### src/rtl/refsch_pkg.sv
package refsch_pkg;

    typedef enum logic [1:0] {
        ST_IDLE = 2'd0,
        ST_REQ  = 2'd1,
        ST_BUSY = 2'd2
    } refsch_state_e;

endpackage

### src/rtl/refsch_interval_timer.sv
// Nominal interval timer and allowance-window position.
module refsch_interval_timer #(
    parameter int TREFI_TICKS   = 390,
    parameter int WIN_INTERVALS = 8,
    parameter int REM_W         = 13
) (
    input  logic             clk,
    input  logic             rst_n,
    input  logic             tick_i,
    input  logic             hot_i,
    output logic             earn_o,
    output logic [REM_W-1:0] rem_o
);
    localparam int IVL_W = $clog2(TREFI_TICKS + 1);
    localparam int WIN_W = $clog2(WIN_INTERVALS);
    localparam logic [IVL_W-1:0] LIM_COOL = IVL_W'(TREFI_TICKS);
    localparam logic [IVL_W-1:0] LIM_HOT  = IVL_W'(TREFI_TICKS / 2);
    localparam logic [WIN_W-1:0] WIN_LAST = WIN_W'(WIN_INTERVALS - 1);

    logic [IVL_W-1:0] ivl_q;
    logic [WIN_W-1:0] win_q;
    logic [IVL_W-1:0] limit;
    logic [IVL_W-1:0] ivl_left;
    logic             wrap;

    assign limit = hot_i ? LIM_HOT : LIM_COOL;
    assign wrap  = (ivl_q >= limit - 1'b1);

    always_ff @(posedge clk) begin
        if (!rst_n) begin
            ivl_q <= '0;
            win_q <= '0;
        end else if (tick_i) begin
            if (wrap) begin
                ivl_q <= '0;
                win_q <= (win_q == WIN_LAST) ? '0 : win_q + 1'b1;
            end else begin
                ivl_q <= ivl_q + 1'b1;
            end
        end
    end

    assign earn_o   = tick_i && (ivl_q == '0);
    assign ivl_left = (ivl_q >= limit) ? IVL_W'(1) : (limit - ivl_q);

    always_comb begin
        logic [REM_W-1:0] whole_left;
        whole_left = REM_W'(WIN_INTERVALS - 1) - REM_W'(win_q);
        rem_o      = whole_left * REM_W'(limit) + REM_W'(ivl_left);
    end

endmodule

### src/rtl/refsch_lull_detect.sv
// Counts consecutive empty-queue cycles; lull once the run is long enough.
module refsch_lull_detect #(
    parameter int LULL_CYCLES = 8
) (
    input  logic clk,
    input  logic rst_n,
    input  logic idle_i,
    output logic lull_o
);
    localparam int LW = $clog2(LULL_CYCLES + 1);
    localparam logic [LW-1:0] RUN_FULL = LW'(LULL_CYCLES);

    logic [LW-1:0] run_q;

    always_ff @(posedge clk) begin
        if (!rst_n) begin
            run_q <= '0;
        end else if (!idle_i) begin
            run_q <= '0;
        end else if (run_q != RUN_FULL) begin
            run_q <= run_q + 1'b1;
        end
    end

    assign lull_o = (run_q == RUN_FULL);

endmodule

### src/rtl/refsch_credit.sv
// Saturating count of owed refreshes.
module refsch_credit #(
    parameter int MAX_OWED = 8,
    parameter int CRED_W   = 4
) (
    input  logic              clk,
    input  logic              rst_n,
    input  logic              earn_i,
    input  logic              spend_i,
    output logic [CRED_W-1:0] credit_o
);
    localparam logic [CRED_W-1:0] CRED_FULL = CRED_W'(MAX_OWED);

    logic [CRED_W-1:0] cred_q;
    logic              earn_ok;

    assign earn_ok = earn_i && (cred_q != CRED_FULL);

    always_ff @(posedge clk) begin
        if (!rst_n) begin
            cred_q <= '0;
        end else begin
            unique case ({earn_ok, spend_i})
                2'b10:   cred_q <= cred_q + 1'b1;
                2'b01:   cred_q <= cred_q - 1'b1;
                default: cred_q <= cred_q;
            endcase
        end
    end

    assign credit_o = cred_q;

endmodule

### src/rtl/refresh_elastic_sched.sv
module refresh_elastic_sched #(
    parameter int TREFI_TICKS  = 390,
    parameter int TRFC_TICKS   = 18,
    parameter int LULL_CYCLES  = 8,
    parameter int MARGIN_TICKS = 64,
    parameter int MAX_OWED     = 8
) (
    input  logic clk,
    input  logic rst_n,
    input  logic tick_i,
    input  logic queues_empty_i,
    input  logic hot_i,
    input  logic ref_done_i,
    output logic ref_req_o,
    output logic ref_urgent_o,
    output logic rank_busy_o
);
    import refsch_pkg::*;

    localparam int CRED_W = $clog2(MAX_OWED + 1);
    localparam int REM_W  = $clog2(MAX_OWED * TREFI_TICKS + 1) + 1;
    localparam int BW     = $clog2(TRFC_TICKS + 1);
    localparam logic [BW-1:0] BUSY_LAST = BW'(TRFC_TICKS - 1);

    refsch_state_e     state_q, state_d;
    logic [BW-1:0]     busy_q;
    logic [CRED_W-1:0] credit_q;
    logic [REM_W-1:0]  rem;
    logic              earn;
    logic              lull;
    logic              urgent;
    logic              spend;
    logic              busy_end;
    logic              want;

    refsch_interval_timer #(
        .TREFI_TICKS  (TREFI_TICKS),
        .WIN_INTERVALS(MAX_OWED),
        .REM_W        (REM_W)
    ) u_timer (
        .clk   (clk),
        .rst_n (rst_n),
        .tick_i(tick_i),
        .hot_i (hot_i),
        .earn_o(earn),
        .rem_o (rem)
    );

    refsch_lull_detect #(
        .LULL_CYCLES(LULL_CYCLES)
    ) u_lull (
        .clk   (clk),
        .rst_n (rst_n),
        .idle_i(queues_empty_i),
        .lull_o(lull)
    );

    refsch_credit #(
        .MAX_OWED(MAX_OWED),
        .CRED_W  (CRED_W)
    ) u_credit (
        .clk     (clk),
        .rst_n   (rst_n),
        .earn_i  (earn),
        .spend_i (spend),
        .credit_o(credit_q)
    );

    // Deadline pressure: remaining window time vs. time to clear what is owed.
    always_comb begin
        logic [31:0] need;
        need   = 32'(credit_q) * 32'(TRFC_TICKS) + 32'(MARGIN_TICKS);
        urgent = (credit_q != '0) && (32'(rem) <= need);
    end

    assign want     = lull || urgent;
    assign spend    = (state_q == ST_REQ) && ref_done_i;
    assign busy_end = tick_i && (busy_q == BUSY_LAST);

    always_comb begin
        state_d = state_q;
        unique case (state_q)
            ST_IDLE: if ((credit_q != '0) && want) state_d = ST_REQ;
            ST_REQ: begin
                if (ref_done_i)  state_d = ST_BUSY;
                else if (!want)  state_d = ST_IDLE;
            end
            ST_BUSY: if (busy_end) state_d = ST_IDLE;
            default: state_d = ST_IDLE;
        endcase
    end

    always_ff @(posedge clk) begin
        if (!rst_n) state_q <= ST_IDLE;
        else        state_q <= state_d;
    end

    always_ff @(posedge clk) begin
        if (!rst_n)                  busy_q <= '0;
        else if (state_q != ST_BUSY) busy_q <= '0;
        else if (tick_i)             busy_q <= busy_q + 1'b1;
    end

    always_comb begin
        ref_req_o    = (state_q == ST_REQ);
        rank_busy_o  = (state_q == ST_BUSY);
        ref_urgent_o = urgent;
    end

endmodule

### config.mk
export PLATFORM = sky130hd
export DESIGN_NAME = refresh_elastic_sched
export DESIGN_NICKNAME = d
export VERILOG_FILES = /design/src/rtl/refsch_pkg.sv /design/src/rtl/refsch_interval_timer.sv /design/src/rtl/refsch_lull_detect.sv /design/src/rtl/refsch_credit.sv /design/src/rtl/refresh_elastic_sched.sv
export SDC_FILE = /design/constraint.sdc
export NUM_CORES = 1
export LEC_CHECK = 0
export BUFFER_PORTS_ARGS = -buffer_cell sky130_fd_sc_hd__buf_2
export CORE_ASPECT_RATIO = 0.8
export CORE_MARGIN = 4
export CORE_UTILIZATION = 55
export DETAILED_ROUTE_END_ITERATION = 12
export GPL_TIMING_DRIVEN = 0
export MAX_ROUTING_LAYER = met4
export PLACE_DENSITY_LB_ADDON = 0.1
export SLEW_MARGIN = 20
export SYNTH_ARGS = -nofsm -noshare
export SYNTH_HDL_FRONTEND = slang
export SYNTH_SLANG_ARGS = --single-unit
### constraint.sdc
create_clock -name clk -period 9.25 [get_ports clk]
set_input_delay 1.85 -clock clk [delete_from_list [all_inputs] [get_ports clk]]
set_output_delay 1.85 -clock clk [all_outputs]
set_load 0.02 [all_outputs]
# == Yosys cells after proc, flatten, opt, wreduce, memory -nomap -nowiden ==
# Index checks and enable logic that the tools add are counted.
# op_classes
n_addsub,11
n_mul,2
n_lt_le_gt_ge,3
n_eq_ne,13
muxes,10
n_bitwise,1
n_reduce_logical,15
# ops
op,count
$mux 9,3
$ge 9x9->1,2
$add 13x9->13,1
$le 13x10->1,1
$mul 13x9->13,1
$add 9x7->10 const B,1
$add 9x1->9 const B,1
$logic_not 9->1,1
$sub 9x1->9 const B,1
$sub 9x9->9,1
$add 4x1->4 const B,2
$mul 4x4->8 const B,1
$mux 2,4
$ne 4x4->1 const B,2
$pmux 4 s2,1
$logic_and 1x1->1,6
$pmux 2 s3,1
$add 5x1->5 const B,1
$eq 5x5->1 const B,1
$eq 2x1->1 const B,2
$eq 2x2->1 const B,2
$eq 4x4->1 const B,1
$ne 2x2->1 const B,2
$reduce_and 2->1,2
other kinds (14),14
# totals
register_bits,27
input_bits,6

# == Depth between registers and ports, before layout ==
# logic_depth
ltp_word,10
ltp_mapped,23
depth_no_buf,23

# == Modules after synthesis ==
# From an unflattened synthesis, not the netlist that was laid out.
# hier_totals
hier_cells,352
area_unflattened_um2,2956.6
# by_module_without_submodules
module,instances,cells_per_inst,area_per_inst_um2
refsch_interval_timer,1,220,1821.7
refresh_elastic_sched,1,80,645.6
refsch_credit,1,29,270.3
refsch_lull_detect,1,23,219.0

# == Worst setup path before layout ==
# No wires, ideal clock.
# synth_timing
path_type,input -> output
from,in hot_i
to,out ref_urgent_o
t_arrival_ns,5.968
required_time_ns,7.400
setup_slack_ns,1.432
path_stages,21
path_buffers,0
path_cell_list,inv_1 ha_1 a21oi_1 o21ba_2 a21boi_2 o32ai_2 or3b_1 fa_1 inv_1 ha_1 a21o_1 a21oi_1 o21ai_0 a31oi_1 xnor2_1 ha_1 o21ai_0 o21ai_0 nor4_1 o32ai_1 nor2_1
# synth_via
elab_chain_len,6
# synth_lines
element,line,text
from (decl),refresh_elastic_sched.sv:12,"input logic hot_i,"
$mux 9 (*),refsch_interval_timer.sv:26,assign limit = hot_i ? LIM_HOT : LIM_COOL;
branches (longest 2 deep; another with $mul 13x9->13),-,
$add 13x9->13 (*),refsch_interval_timer.sv:49,rem_o = whole_left * REM_W'(limit) + REM_W'(ivl_left);
$le 13x10->1 (*),refresh_elastic_sched.sv:73,urgent = (credit_q != '0) && (32'(rem) <= need);
$logic_and 1x1->1 (*),refresh_elastic_sched.sv:73,
to (decl),refresh_elastic_sched.sv:15,"output logic ref_urgent_o,"
# Every way passes the cells marked *.

# == Worst setup path after layout ==
# Ends and elaborated chain as after synthesis.

==> run metrics <==
endpoints failing hold=0; I/O Buffers=8; WP data arrival=6.70 ns; Post-CTS Setup Inserts=0; initial antenna violation count=0; Fillers=446; Via Count=2143; total gr overflow=0; post-DP HPWL=4430 µm; leading area contributor after synthesis=ha_1; Net Count, Synth=400; pin count of the biggest net entering global routing=18; CTS tree=done; relative slew slack=0.636; WHS Path Cells=2; TritonRoute pass-1 iters=4; unrepaired setup endpoints after global routing=no; Vias per Instance=5.32; row cnt=23; Routed Antenna Nets=0; detailed-route wire length=5340 µm; share of power burned in registers=0.333; Mapped Cells=329; Max VDD drop=0.0792 mV; Multi-input gate area=0.00211 mm²; most frequent cells after synthesis=ha_1 (58), inv_1 (36), nor2_1 (33); EDFF count, synth=0; power density over the cells=125 mW/mm²; Comb power frac=0.482; TritonCTS Buffers=3; Area contributors post-synth=ha_1 (26%), dfxtp_1 (19%), xnor2_1 (5.6%), fa_1 (5.0%), inv_1 (4.8%); Max FO, Critical Path=9; ant diodes=0; Synth cell types=51; final worst slack=0.697 ns; Ports=9; pre-CTS setup slack=0.689 ns; count leader, synth=ha_1; area added between synthesis and finish=5.95%; initial core utilization=0.566; Internal Pwr Total=231 µW; Tot Pwr=373 µW; fmax=117 MHz; sequential share of the synthesized area=0.192; Reg clk slew, reported paths=0.10 ns; worst skew pair latency=0.27 ns; CP required=7.40 ns; DRC=0; GR Util All Layers=0.192; cell leakage power=0.00139 µW; final slew viol count=0; CP Capture Type=output port; layout cells sized above 1=0.0616; Placer Congestion=0.793; actual slew at the worst max-slew pin=0.546 ns; final cycle utilization of the critical path=0.925; Horiz. Die Dim=88.0 µm; total number of H-tree levels=1; Die Y=72.0 µm; register bit total from synthesis=27; Core Footprint=0.00498 mm²; Die Area=0.00634 mm²; Max-cap violations=0; final setup vio count=0; asr flop ratio synth=0; critical path type=primary input to output port; cts repair resizes=0; status=finished clean; switching part of the total power=0.380; Startpoint Class=primary input; Max clock buf depth=2; root buf cell=clkbuf_8; R2R cell count=21; vias in the first global route=2098; flip-flop and latch area=541 µm²; Syn Area/Cell=8.56 µm²; Syn Std Cell Area=0.00282 mm²; ys flop type=dfxtp_1; clock power share=0.185; Hold-fix buffers, CTS=0; Psw=142 µW; WL per Instance=13.2 µm; Synth top area share=0.258; first-pass GRT wire length=9610 µm; Final Skew=0.00485 ns; Hold Crit Class=flop to flop; DRT iter0 DRCs=77; clock sink count=27; net count reported at finish=413; yosys warns=0; Final min period=8.55 ns; setup_tns=0 ns
## per-stage QoR
stage / area [µm²] / utilization / cells / hold slack [ns]
floorplan: 2820 / - / 329 / 0.472
global route: 2980 / 0.599 / 403 / 0.550
global placement: 2930 / 0.589 / 399 / 0.496
detailed placement: 2930 / 0.589 / 399 / 0.494
finish: 2980 / 0.599 / 403 / 0.517
CTS: 2980 / 0.599 / 403 / 0.522
## per-layer routing
layer  global-route usage  routed length (µm)
met1                0.285                2940
met2                0.281                2220
met3               0.0341                 170
met4               0.0221                   8
met5                    -                   0
## cells in the final DEF (no fill, tap or decap), drive strengths merged, types with 2 or more instances in the layout
master	n
or3	2
nor2	33
nand4	8
buf	10
xnor2	18
a21o	4
dfxtp	27
o211ai	4
o21ai	11
nor3	6
nand4b	2
nand3	6
a211oi	2
nand2b	6
xor2	15
clkbuf	6
ha	58
nor2b	8
o32ai	2
fa	7
and3	2
mux2i	5
nand2	19
and2	5
inv	37
or3b	2
o21a	2
a21oi	14
a21boi	4
## logic make-up after synthesis
group / synth area share
xor+xnor: 0.103
fa+ha+maj: 0.307
buf+inv: 0.0573
mux: 0.0218
compound gates: 0.125
simple gates: 0.194
flops: 0.192
## critical path: stages
cell,delay [ns]
buf_2,0.16
inv_1,0.19
ha_1,0.41
a21oi_1,0.14
o21ba_2,0.24
a21boi_2,0.14
o32ai_2,0.16
or3b_1,0.44
fa_1,0.50
inv_1,0.04
ha_1,0.35
a21o_1,0.17
a21oi_1,0.12
o21ai_0,0.19
a31oi_1,0.25
xnor2_1,0.16
ha_1,0.27
o21ai_0,0.07
o21ai_0,0.10
nor4_1,0.25
o32ai_1,0.17
nor2_1,0.13
buf_2,0.18
## final cells by class
| type | instances | share of cell area |
|---|---|---|
| Buffer | 5 | 0.00881 |
| Clock buffer | 3 | 0.0138 |
| Clock inverter | 1 | 0.00294 |
| Inverter | 36 | 0.0453 |
| Multi-Input combinational cell | 261 | 0.709 |
| Sequential cell | 27 | 0.181 |
| Tap cell | 62 | 0.0260 |
| Timing Repair Buffer | 8 | 0.0134 |
## registers in the layout, summed over array words and instances (netlist names)
signal and cells:
u_timer.ivl_q 9, busy_q 5, u_credit.credit_o 4, u_lull.run_q 4
u_timer.win_q 3, state_q 2
## power by group through the flow
stage | clock [µW] | combinational [µW] | sequential [µW]
6_report | 69.0 | 180 | 124
5_1_grt | 77.3 | 207 | 125
4_1_cts | 70.9 | 179 | 124
3_5_place_dp | 0 | 178 | 127
3_3_place_gp | 0 | 175 | 127
2_1_floorplan | 0 | 138 | 125
## worst paths after layout
path	slack [ns]	start	end
max reg2reg	4.29	u_timer.ivl_q[2]	state_q[0]
min	0.52	u_lull.run_q[3]	u_lull.run_q[3]
max	0.70	hot_i	ref_urgent_o
min reg2reg	0.52	u_lull.run_q[3]	u_lull.run_q[3]
(Power assumes the default switching activity.)
